$ cat config.mk
export PLATFORM = sky130hd
export DESIGN_NAME = sspx_core
export DESIGN_NICKNAME = d
export VERILOG_FILES = /design/src/rtl/sspx_pkg.sv /design/src/rtl/sspx_fifo.sv /design/src/rtl/sspx_clkgen.sv /design/src/rtl/sspx_frame.sv /design/src/rtl/sspx_core.sv
export SDC_FILE = /design/constraint.sdc
export NUM_CORES = 1
export LEC_CHECK = 0
export ABC_AREA = 0
export CORE_AREA = 2 2 330 332
export CTS_BUF_LIST = sky130_fd_sc_hd__clkbuf_2
export CTS_CLUSTER_DIAMETER = 80
export DETAILED_ROUTE_END_ITERATION = 6
export DIE_AREA = 0 0 332 334
export PLACE_DENSITY = 0.6
export SYNTH_ARGS = -nofsm -noshare
export SYNTH_HDL_FRONTEND = slang
export SYNTH_HIERARCHICAL = 1
export SYNTH_SLANG_ARGS = --single-unit
$ cat constraint.sdc
create_clock -name clk -period 10.12 [get_ports clk]
set_clock_uncertainty 0.1 [all_clocks]
set_input_delay 2.024 -clock clk [delete_from_list [all_inputs] [get_ports clk]]
set_output_delay 2.024 -clock clk [all_outputs]
set_load 0.02 [all_outputs]
$ cat src/rtl/sspx_pkg.sv
package sspx_pkg;

   typedef enum logic [1:0] {
      FS_IDLE = 2'd0,
      FS_PRE  = 2'd1,
      FS_DATA = 2'd2
   } frame_st_e;

   localparam logic [1:0] FMT_SPI = 2'b00;
   localparam logic [1:0] FMT_TI  = 2'b01;

   localparam int CP_SIZE_LO = 0;
   localparam int CP_EXT     = 4;
   localparam int CP_FMT_LO  = 5;
   localparam int CP_SLAVE   = 7;
   localparam int CP_EN      = 8;
   localparam int CP_DIV_LO  = 9;

   localparam int CODE_W   = 5;
   localparam int MIN_CODE = 3;

   function automatic logic cfg_legal(input logic [CODE_W-1:0] code,
                                      input logic [1:0] fmt);
      return (code >= CODE_W'(MIN_CODE)) && ((fmt == FMT_SPI) || (fmt == FMT_TI));
   endfunction

endpackage

$ cat src/rtl/sspx_fifo.sv
module sspx_fifo #(
   parameter int W     = 32,
   parameter int DEPTH = 16
) (
   input  logic         clk,
   input  logic         rst_n,
   input  logic         flush,
   input  logic         push,
   input  logic [W-1:0] wdata,
   input  logic         pop,
   output logic [W-1:0] rdata,
   output logic         full,
   output logic         empty
);
   localparam int AW = $clog2(DEPTH);

   generate
      if (DEPTH < 2 || (1 << AW) != DEPTH) begin : g_bad_depth
         $error("sspx_fifo: DEPTH must be a power of two, at least 2");
      end
   endgenerate

   logic [W-1:0]  mem [DEPTH];
   logic [AW-1:0] wp, rp;
   logic [AW:0]   cnt;
   logic          do_push, do_pop;

   assign do_push = push && !full;
   assign do_pop  = pop && !empty;
   assign full    = (cnt == (AW+1)'(DEPTH));
   assign empty   = (cnt == '0);
   assign rdata   = mem[rp];

   always_ff @(posedge clk or negedge rst_n) begin
      if (!rst_n) begin
         wp  <= '0;
         rp  <= '0;
         cnt <= '0;
      end else if (flush) begin
         wp  <= '0;
         rp  <= '0;
         cnt <= '0;
      end else begin
         if (do_push) wp <= wp + 1'b1;
         if (do_pop)  rp <= rp + 1'b1;
         cnt <= cnt + {{AW{1'b0}}, do_push} - {{AW{1'b0}}, do_pop};
      end
   end

   always_ff @(posedge clk) begin
      if (do_push && !flush) mem[wp] <= wdata;
   end

endmodule

$ cat src/rtl/sspx_clkgen.sv
module sspx_clkgen #(
   parameter int DIV_W       = 12,
   parameter int SYNC_STAGES = 2
) (
   input  logic             clk,
   input  logic             rst_n,
   input  logic             run,
   input  logic             slave,
   input  logic [DIV_W-1:0] div,
   input  logic             sclk_i,
   input  logic             rxd,
   output logic             tick,
   output logic             rxd_s,
   output logic             sclk_o
);
   generate
      if (SYNC_STAGES < 2) begin : g_bad_sync
         $error("sspx_clkgen: SYNC_STAGES must be at least 2");
      end
   endgenerate

   logic [SYNC_STAGES-1:0] sck_sy, rx_sy;
   logic                   sck_prev;
   logic [DIV_W-1:0]       cnt;
   logic [DIV_W:0]         half;
   logic                   m_tick, s_tick;

   // external clock and data travel through matched synchronisers
   always_ff @(posedge clk or negedge rst_n) begin
      if (!rst_n) begin
         sck_sy   <= '0;
         rx_sy    <= '0;
         sck_prev <= 1'b0;
      end else begin
         sck_sy   <= {sck_sy[SYNC_STAGES-2:0], sclk_i};
         rx_sy    <= {rx_sy[SYNC_STAGES-2:0], rxd};
         sck_prev <= sck_sy[SYNC_STAGES-1];
      end
   end

   // master divider restarts with each frame
   always_ff @(posedge clk or negedge rst_n) begin
      if (!rst_n)                cnt <= '0;
      else if (!run || slave)    cnt <= '0;
      else if (cnt == div)       cnt <= '0;
      else                       cnt <= cnt + 1'b1;
   end

   assign half   = ({1'b0, div} + 1'b1) >> 1;
   assign m_tick = run && !slave && (cnt == div);
   assign s_tick = run && slave && sck_sy[SYNC_STAGES-1] && !sck_prev;
   assign tick   = m_tick || s_tick;
   assign rxd_s  = slave ? rx_sy[SYNC_STAGES-1] : rxd;
   assign sclk_o = run && !slave && ({1'b0, cnt} >= half);

endmodule

$ cat src/rtl/sspx_frame.sv
module sspx_frame
   import sspx_pkg::*;
#(
   parameter int DATA_W = 32,
   parameter int LEN_W  = 5
) (
   input  logic              clk,
   input  logic              rst_n,
   input  logic              abort,
   input  logic              start,
   input  logic              fmt_ti,
   input  logic [LEN_W-1:0]  len_m1,
   input  logic [DATA_W-1:0] tx_word,
   input  logic              tick,
   input  logic              rxd_s,
   output logic              busy,
   output logic              frm_o,
   output logic              txd,
   output logic              rx_push,
   output logic [DATA_W-1:0] rx_word
);
   frame_st_e         st;
   logic [LEN_W-1:0]  bitc;
   logic [LEN_W-1:0]  align;
   logic [DATA_W-1:0] tx_sh, rx_sh;

   assign align   = LEN_W'(DATA_W - 1) - len_m1;
   assign busy    = (st != FS_IDLE);
   assign txd     = (st == FS_DATA) && tx_sh[DATA_W-1];
   assign frm_o   = fmt_ti ? (st == FS_PRE) : (st != FS_DATA);
   assign rx_push = (st == FS_DATA) && tick && (bitc == '0);
   assign rx_word = {rx_sh[DATA_W-2:0], rxd_s};

   always_ff @(posedge clk or negedge rst_n) begin
      if (!rst_n) begin
         st    <= FS_IDLE;
         bitc  <= '0;
         tx_sh <= '0;
         rx_sh <= '0;
      end else if (abort) begin
         st <= FS_IDLE;
      end else begin
         unique case (st)
            FS_IDLE: if (start) begin
               st    <= fmt_ti ? FS_PRE : FS_DATA;
               bitc  <= len_m1;
               tx_sh <= tx_word << align;
               rx_sh <= '0;
            end
            FS_PRE: if (tick) st <= FS_DATA;
            FS_DATA: if (tick) begin
               tx_sh <= tx_sh << 1;
               rx_sh <= {rx_sh[DATA_W-2:0], rxd_s};
               if (bitc == '0) st <= FS_IDLE;
               else            bitc <= bitc - 1'b1;
            end
            default: st <= FS_IDLE;
         endcase
      end
   end

endmodule

$ cat src/rtl/sspx_core.sv
module sspx_core
   import sspx_pkg::*;
#(
   parameter int DATA_W      = 32,
   parameter int FIFO_DEPTH  = 16,
   parameter int DIV_W       = 12,
   parameter int SYNC_STAGES = 2
) (
   input  logic              clk,
   input  logic              rst_n,
   input  logic              reg_wr,
   input  logic              reg_addr,
   input  logic [31:0]       reg_wdata,
   output logic [31:0]       reg_rdata,
   input  logic              tx_valid,
   output logic              tx_ready,
   input  logic [DATA_W-1:0] tx_data,
   output logic              rx_valid,
   input  logic              rx_ready,
   output logic [DATA_W-1:0] rx_data,
   output logic              sclk_o,
   input  logic              sclk_i,
   output logic              frm_o,
   output logic              txd,
   input  logic              rxd
);
   localparam int LEN_W = $clog2(DATA_W);

   generate
      if (DATA_W != 32) begin : g_bad_width
         $error("sspx_core: the 5-bit size code needs DATA_W of 32");
      end
      if (DIV_W < 1 || CP_DIV_LO + DIV_W > 32) begin : g_bad_div
         $error("sspx_core: DIV_W must fit the control word");
      end
   endgenerate

   logic [3:0]       size_q;
   logic             ext_q;
   logic [1:0]       fmt_q;
   logic             slave_q;
   logic             en_q;
   logic [DIV_W-1:0] div_q;
   logic             ovr_q;

   logic             wr_ctl, flush, start, cfg_ok, busy, tick, rxd_s;
   logic [LEN_W-1:0] len_m1;
   logic             tx_full, tx_empty, rx_full, rx_empty;
   logic [DATA_W-1:0] tx_word, rx_word;
   logic             rx_push;
   logic [31:0]      ctl_word;
   logic             unused_wdata;

   assign unused_wdata = ^reg_wdata[31:CP_DIV_LO+DIV_W-1];

   assign wr_ctl = reg_wr && !reg_addr;
   assign flush  = wr_ctl && en_q && !reg_wdata[CP_EN];
   assign len_m1 = {ext_q, size_q};
   assign cfg_ok = cfg_legal(len_m1, fmt_q);
   assign start  = en_q && cfg_ok && !tx_empty && !busy && !flush;

   // configuration is loaded only while disabled; enable always follows the write
   always_ff @(posedge clk or negedge rst_n) begin
      if (!rst_n) begin
         size_q  <= '0;
         ext_q   <= 1'b0;
         fmt_q   <= FMT_SPI;
         slave_q <= 1'b0;
         en_q    <= 1'b0;
         div_q   <= '0;
      end else if (wr_ctl) begin
         if (!en_q) begin
            size_q  <= reg_wdata[CP_SIZE_LO +: 4];
            ext_q   <= reg_wdata[CP_EXT];
            fmt_q   <= reg_wdata[CP_FMT_LO +: 2];
            slave_q <= reg_wdata[CP_SLAVE];
            div_q   <= reg_wdata[CP_DIV_LO +: DIV_W];
         end
         en_q <= reg_wdata[CP_EN];
      end
   end

   always_ff @(posedge clk or negedge rst_n) begin
      if (!rst_n)                 ovr_q <= 1'b0;
      else if (flush)             ovr_q <= 1'b0;
      else if (rx_push && rx_full) ovr_q <= 1'b1;
   end

   always_comb begin
      ctl_word                        = '0;
      ctl_word[CP_SIZE_LO +: 4]       = size_q;
      ctl_word[CP_EXT]                = ext_q;
      ctl_word[CP_FMT_LO +: 2]        = fmt_q;
      ctl_word[CP_SLAVE]              = slave_q;
      ctl_word[CP_EN]                 = en_q;
      ctl_word[CP_DIV_LO +: DIV_W]    = div_q;
   end

   assign reg_rdata = reg_addr ? {28'd0, ovr_q, busy, !rx_empty, !tx_full} : ctl_word;
   assign tx_ready  = !tx_full;
   assign rx_valid  = !rx_empty;

   sspx_fifo #(.W(DATA_W), .DEPTH(FIFO_DEPTH)) u_txf (
      .clk   (clk),
      .rst_n (rst_n),
      .flush (flush),
      .push  (tx_valid),
      .wdata (tx_data),
      .pop   (start),
      .rdata (tx_word),
      .full  (tx_full),
      .empty (tx_empty)
   );

   sspx_fifo #(.W(DATA_W), .DEPTH(FIFO_DEPTH)) u_rxf (
      .clk   (clk),
      .rst_n (rst_n),
      .flush (flush),
      .push  (rx_push),
      .wdata (rx_word),
      .pop   (rx_ready),
      .rdata (rx_data),
      .full  (rx_full),
      .empty (rx_empty)
   );

   sspx_clkgen #(.DIV_W(DIV_W), .SYNC_STAGES(SYNC_STAGES)) u_clk (
      .clk    (clk),
      .rst_n  (rst_n),
      .run    (busy),
      .slave  (slave_q),
      .div    (div_q),
      .sclk_i (sclk_i),
      .rxd    (rxd),
      .tick   (tick),
      .rxd_s  (rxd_s),
      .sclk_o (sclk_o)
   );

   sspx_frame #(.DATA_W(DATA_W), .LEN_W(LEN_W)) u_frm (
      .clk     (clk),
      .rst_n   (rst_n),
      .abort   (flush),
      .start   (start),
      .fmt_ti  (fmt_q == FMT_TI),
      .len_m1  (len_m1),
      .tx_word (tx_word),
      .tick    (tick),
      .rxd_s   (rxd_s),
      .busy    (busy),
      .frm_o   (frm_o),
      .txd     (txd),
      .rx_push (rx_push),
      .rx_word (rx_word)
   );

endmodule

==> flow_summary.toml, run 1 <==
[sta]
finalSetupTns_ns = 0
worst_slew_pin_slew_ns = 1.14
final_hold_viol_count = 0
fin_crit_ns = 6.75
slew_headroom = 0.238
grt_setup_unrepaired = "false"
max_freq_ghz = 0.148
holdWs_ns = 0.268
drv_slew = 0
fin_crit_sh = 0.667
setup_violations = 0

[global_routing]
grt.total_usage = 0.203
antenna_found_initial = 9
grt_max_degree = 129
grt_pass1_vias = 28000
grt-ovfl-total = 0
grt_first_pass_wirelength_mm = 168

[place]
hpwlAfterDp_mm = 58.9
port-buffer-count = 118
gp_congestion = 0.811

[floorplan]
die_x_um = 332
std_cell_rows = 121
initial_utilization = 0.445
die_h_um = 334
fp.coreArea_um2 = 108000
ioPinCount = 141
dieArea_um2 = 111000

[cts]
clock_sinks = 1159
cts_buffer_depth = 4
clock-root-buffer = "clkbuf_2"
holdBufCountCts = 0
cts_setup_buffers = 0
cts_tree = "done"
numCtsBuffers = 306
cts.repair.resized = 0
htreeDepth = 5
clk_latency_ns = 1.57
clk_pin_slew_ns = 0.09

[synthesis]
synthTopCellsByArea = "edfxtp_1 64%, mux4_2 10%, dfrtp_1 7.0%"
netlist_top_cells_count = "1024 x edfxtp_1, 213 x mux4_2, 194 x nand2_1"
synth_top_area_frac = 0.641
yosysTopAreaCell = "edfxtp_1"
synthArstFlopShare = 0.116
syn_inst = 2707
postSynthAreaPerCell_um2 = 17.7
synth_enable_flop_cells = 1024
synth_area_um2 = 48000
synth-seq-area-share = 0.711
synth-main-ff-cell = "edfxtp_1"
synthDistinctLibCells = 79
ys_ff_latch = 1159
synthMostInstantiatedCell = "edfxtp_1"
ys_warn_count = 6

[cells_and_area]
n_fill_cell = 9034
drive_above_1_share = 0.257
syn2layout_area_growth_pct = 11.0
ff_latch_area_um2 = 34100
nNetsFinal = 3145
multiInputGateArea_um2 = 12900
utilization = 0.494

[setup_path]
crit_chain = "buf_4 > mux4_2 > a22oi_1 > nand2_1 > clkdlybuf4s50_1"
slowest_stage = "dfrtp_4"
slowest_delay_ns = 0.83
cp_data_required_time_ns = 8.00
critPathBufInv = 2
cp-start-kind = "flop"
path_max_fanout = 46
arrival_ns = 4.62
worstSetupEndpointType = "output pin"
path_class = "flop to output pin"
crit_family = "buffers and inverters"

[routing]
drt_first_pass_iters = 7
drc = 0
avgViaCountPerCell = 5.65
ant_nets = 0
wirelength_mm = 112
wl_per_cell_um = 24.0
vias = 26400
drtIter0Drc = 2294

[pwr]
power_leakage_nw = 18.1
p_per_area_nw_per_um2 = 250
ir_drop_mv = 0.210

[run_status]
status = "complete, no violations"

[flow_run]
drv_cap = 0

[hold_path]
holdCritPathClass = "flop to flop"
==> stage by stage <==
step	cells	instance area [um^2]	power, W	setup slack, ns
2_1_floorplan	2717	48000	0.00903	3.81
3_3_place_gp	4139	50700	0.0103	3.49
3_5_place_dp	4139	50700	0.0104	3.39
4_1_cts	4657	53200	0.0134	3.20
5_1_grt	4665	53200	0.0140	3.18
6_report	4666	53200	0.0133	3.37
==> layout make-up <==
type                            instances  share of cell area
Sequential cell                      1159               0.641
Multi-Input combinational cell       1342               0.243
Clock buffer                          443              0.0416
Tap cell                             1414              0.0332
Timing Repair Buffer                  180              0.0312
Clock inverter                         75             0.00637
Inverter                               44             0.00310
Antenna cell                            9            0.000423
==> cells in the final DEF, fill, tap and decap left out, types with 5 or more instances in the layout <==
cell type	instances
edfxtp_1	1024
clkbuf_2	443
mux4_2	213
nand2_1	194
mux2i_1	161
dfrtp_1	128
clkdlybuf4s50_1	117
a22oi_1	97
nor2_1	81
a221oi_1	67
clkinv_1	63
o21ai_0	62
buf_4	61
nand3_1	61
inv_1	44
mux2_2	38
ha_1	38
a21oi_1	37
nor2b_1	32
xnor2_1	29
xor2_1	19
nor2_4	17
nor3_1	16
conb_1	11
nand4_1	11
and2_2	10
diode_2	9
nand2b_1	8
o211ai_1	8
o22ai_1	8
o32a_1	7
inv_2	6
a31oi_1	6
and3_1	5
nor4_2	5
o21a_1	5
mux4_1	5
==> per-layer routing <==
layer	vias to the layer above	routed length, um	GRT usage
li1	11700	-	-
met1	13700	44900	0.247
met2	794	58100	0.354
met3	235	5680	0.0385
met4	6	3040	0.0862
met5	-	38	0
==> registers in the layout, indices dropped and copies added, names as in the netlist, 2 cells and up <==
| register | count |
|---|---|
| u_txf/wp | 4 |
| u_clk/rx_sy | 2 |
| u_frm/rx_sh | 31 |
| u_clk/cnt | 12 |
| size_q | 4 |
| fmt_q | 2 |
| u_txf/rp | 4 |
| u_rxf/cnt | 5 |
| u_txf/mem | 512 |
| u_txf/cnt | 5 |
| u_frm/st | 2 |
| div_q | 12 |
| u_frm/bitc | 5 |
| u_rxf/mem | 512 |
| u_rxf/wp | 4 |
| u_rxf/rp | 4 |
| u_frm/tx_sh | 32 |
| u_clk/sck_sy | 2 |
==> where the power goes <==
part	internal, W	switching, W	total (W)	leakage [nW]
registers	0.00554	0.000312	0.00586	10.7
clock network	0.00121	0.00180	0.00301	2.01
logic	0.00188	0.00254	0.00443	5.37
total	0.00864	0.00465	0.0133	18.1
==> final timing paths <==
path,start,endpoint,slack (ns),depth (start not counted)
worst min-delay path,u_clk/rx_sy[0],u_clk/rx_sy[1],0.27,0
worst max-delay path,u_rxf/rp[1],rx_data[22],3.37,5
worst min register to register,u_clk/rx_sy[0],u_clk/rx_sy[1],0.27,0
worst max register to register,u_txf/rp[0],u_frm/tx_sh[28],5.19,9
max in group asynchronous,rst_n,u_rxf/cnt[1],8.10,2
min in group asynchronous,rst_n,u_frm/rx_sh[17],0.48,1
==> cell families (layout without fill, tap and decap cells) <==
logic type,Yosys count,in the layout,synth area share
AND/OR/NAND/NOR,480,480,0.0465
buffers and inverters,216,742,0.0250
other,1,20,0.0000781
XOR/XNOR,48,48,0.00876
AO/OA/AOI/OAI,342,342,0.0514
multiplexers,421,421,0.146
adder cells (fa/ha/maj),40,40,0.0107
flip-flops,1159,1159,0.711
No activity file was read; power rests on OpenSTA's default activity.
==> run 2, diff against run 1 <==
==> constraint.sdc (replaced) <==
create_clock -name clk -period 6.61 [get_ports clk]
set_clock_uncertainty 0.1 [all_clocks]
set_input_delay 1.322 -clock clk [delete_from_list [all_inputs] [get_ports clk]]
set_output_delay 1.322 -clock clk [all_outputs]
set_load 0.02 [all_outputs]
==> flow_summary.toml, run 2 (synthesized netlist as in run 1, its figures left out) <==
[run_status]
status = "complete, no violations"

[floorplan]
ioPinCount = 141
fp.coreArea_um2 = 108000
std_cell_rows = 121
dieArea_um2 = 111000
die_h_um = 334
initial_utilization = 0.445
die_x_um = 332

[cts]
numCtsBuffers = 306
cts_tree = "done"
htreeDepth = 5
clk_pin_slew_ns = 0.09
clock_sinks = 1159
clock-root-buffer = "clkbuf_2"
cts.repair.resized = 0
cts_buffer_depth = 4
holdBufCountCts = 2
cts_setup_buffers = 0
clk_latency_ns = 1.57

[global_routing]
antenna_found_initial = 9
grt-ovfl-total = 0
grt_pass1_vias = 27900
grt_first_pass_wirelength_mm = 169
grt_max_degree = 83
grt.total_usage = 0.202

[cells_and_area]
syn2layout_area_growth_pct = 11.0
layout_common_cells = "1024 x edfxtp_1, 436 x clkbuf_2, 213 x mux4_2"
n_fill_cell = 9031
top_regs = "u_rxf/mem x512, u_txf/mem x512, u_frm/tx_sh x32"
nNetsFinal = 3160
layout_commonest_cell = "edfxtp_1"
stdcell_area_um2 = 53300
drive_above_1_share = 0.260
utilization = 0.494

[setup_path]
path_max_fanout = 8
slowest_delay_ns = 0.57
cp_data_required_time_ns = 5.19
crit_chain = "and4_1 > nand2_1 > nor3_1 > xnor2_1 > ha_1 > a21oi_1 > o21ai_0 > a2111oi_0 > a21oi_1 > clkdlybuf4s50_1"
path_class = "flop to output pin"
worstSetupEndpointType = "output pin"
arrival_ns = 4.54
slowest_stage = "clkdlybuf4s50_1"
cp-start-kind = "flop"
path_common_cell = "a21oi_1"

[pwr]
power_leakage_nw = 18.1
p_int_w = 0.0132
p_total_w = 0.0204
clkPwrFrac = 0.223
ir_drop_mv = 0.196
switching_power_w = 0.00711
p_per_area_nw_per_um2 = 382
combPwrFrac = 0.334
switching_share = 0.349
p_seq_frac = 0.443

[routing]
drc = 0
drt_first_pass_iters = 7
wl_per_cell_um = 24.1
drtIter0Drc = 1977
wirelength_mm = 112
avgViaCountPerCell = 5.66
vias = 26300
ant_nets = 0

[sta]
fin_crit_ns = 5.97
drv_slew = 0
slew_headroom = 0.225
setup_violations = 0
grt_setup_unrepaired = "false"
fin_crit_sh = 0.902
finalSetupTns_ns = 0
max_freq_ghz = 0.168
final_hold_viol_count = 0
worst_slew_pin_slew_ns = 1.16

[place]
port-buffer-count = 118
gp_congestion = 0.828
postPlaceCellArea_um2 = 50800
hpwlAfterDp_mm = 64.9

[hold_path]
holdCritPathClass = "flop to flop"

[flow_run]
drv_cap = 0
==> run 2: changes by cell type in the layout (fill, tap and decap cells not counted) <==
cell	delta
buf_12	+3
buf_4	+10
bufinv_16	+1
clkbuf_2	-7
clkinv_1	-30
clkinv_2	-3
clkinvlp_4	+1
diode_2	+1
dlygate4sd3_1	+2
inv_2	-1
==> run 2: worst max-delay path, delay by kind of cell (launching register included) <==
family	cells	cell delay [ns]
AO/OA/AOI/OAI	4	0.84
XOR/XNOR	1	0.15
adder cells (fa/ha/maj)	1	0.27
buffers and inverters	1	0.57
flip-flops	1	0.50
AND/OR/NAND/NOR	3	0.65
==> run 2: routing by layer <==
layer,share of wire,routed length [um],GRT usage,vias up
li1,-,-,-,11700
met1,0.39,43900,0.241,13600
met2,0.54,59800,0.362,743
met3,0.044,4910,0.0343,215
met4,0.027,3070,0.0882,6
met5,0.00037,41,0,-
==> run 2: final timing paths <==
check | startpoint | to | slack (ns) | cells past startpoint
max | div_q[2] | sclk_o | 0.64 | 10
min | u_clk/rx_sy[0] | u_clk/rx_sy[1] | 0.25 | 0
max reg2reg | u_txf/rp[2] | u_frm/tx_sh[28] | 2.05 | 11
min reg2reg | u_clk/rx_sy[0] | u_clk/rx_sy[1] | 0.25 | 0
max in group asynchronous | rst_n | u_frm/rx_sh[2] | 4.67 | 3
min in group asynchronous | rst_n | slave_q | 0.28 | 2
==> run 2: through the flow <==
stage | hold WS, ns | setup WS, ns | cells
4_1_cts | 0.0496 | 0.465 | 4633
5_1_grt | 0.182 | 0.360 | 4640
6_report | 0.247 | 0.645 | 4643
3_3_place_gp | 0.240 | 1.69 | 4152
3_5_place_dp | 0.236 | 1.61 | 4152
2_1_floorplan | 0.231 | 1.01 | 2717
==> run 2: cell type report <==
class	instances	area, um^2	share of cell area
multi-input combinational	1342	12900	0.243
timing repair buffer	195	1820	0.0341
antenna	10	25.0	0.000470
clock buffer	436	2180	0.0410
inverter	44	165	0.00310
sequential	1159	34100	0.641
clock inverter	43	245	0.00460
tap	1414	1770	0.0332
==> run 2: power groups by stage <==
stage	Sequential, W	Clock, W	Combinational (W)
floorplan	0.00886	0	0.00496
global placement	0.00915	0	0.00674
detailed placement	0.00918	0	0.00684
CTS	0.00902	0.00472	0.00686
global route	0.00909	0.00507	0.00732
finish	0.00901	0.00454	0.00680
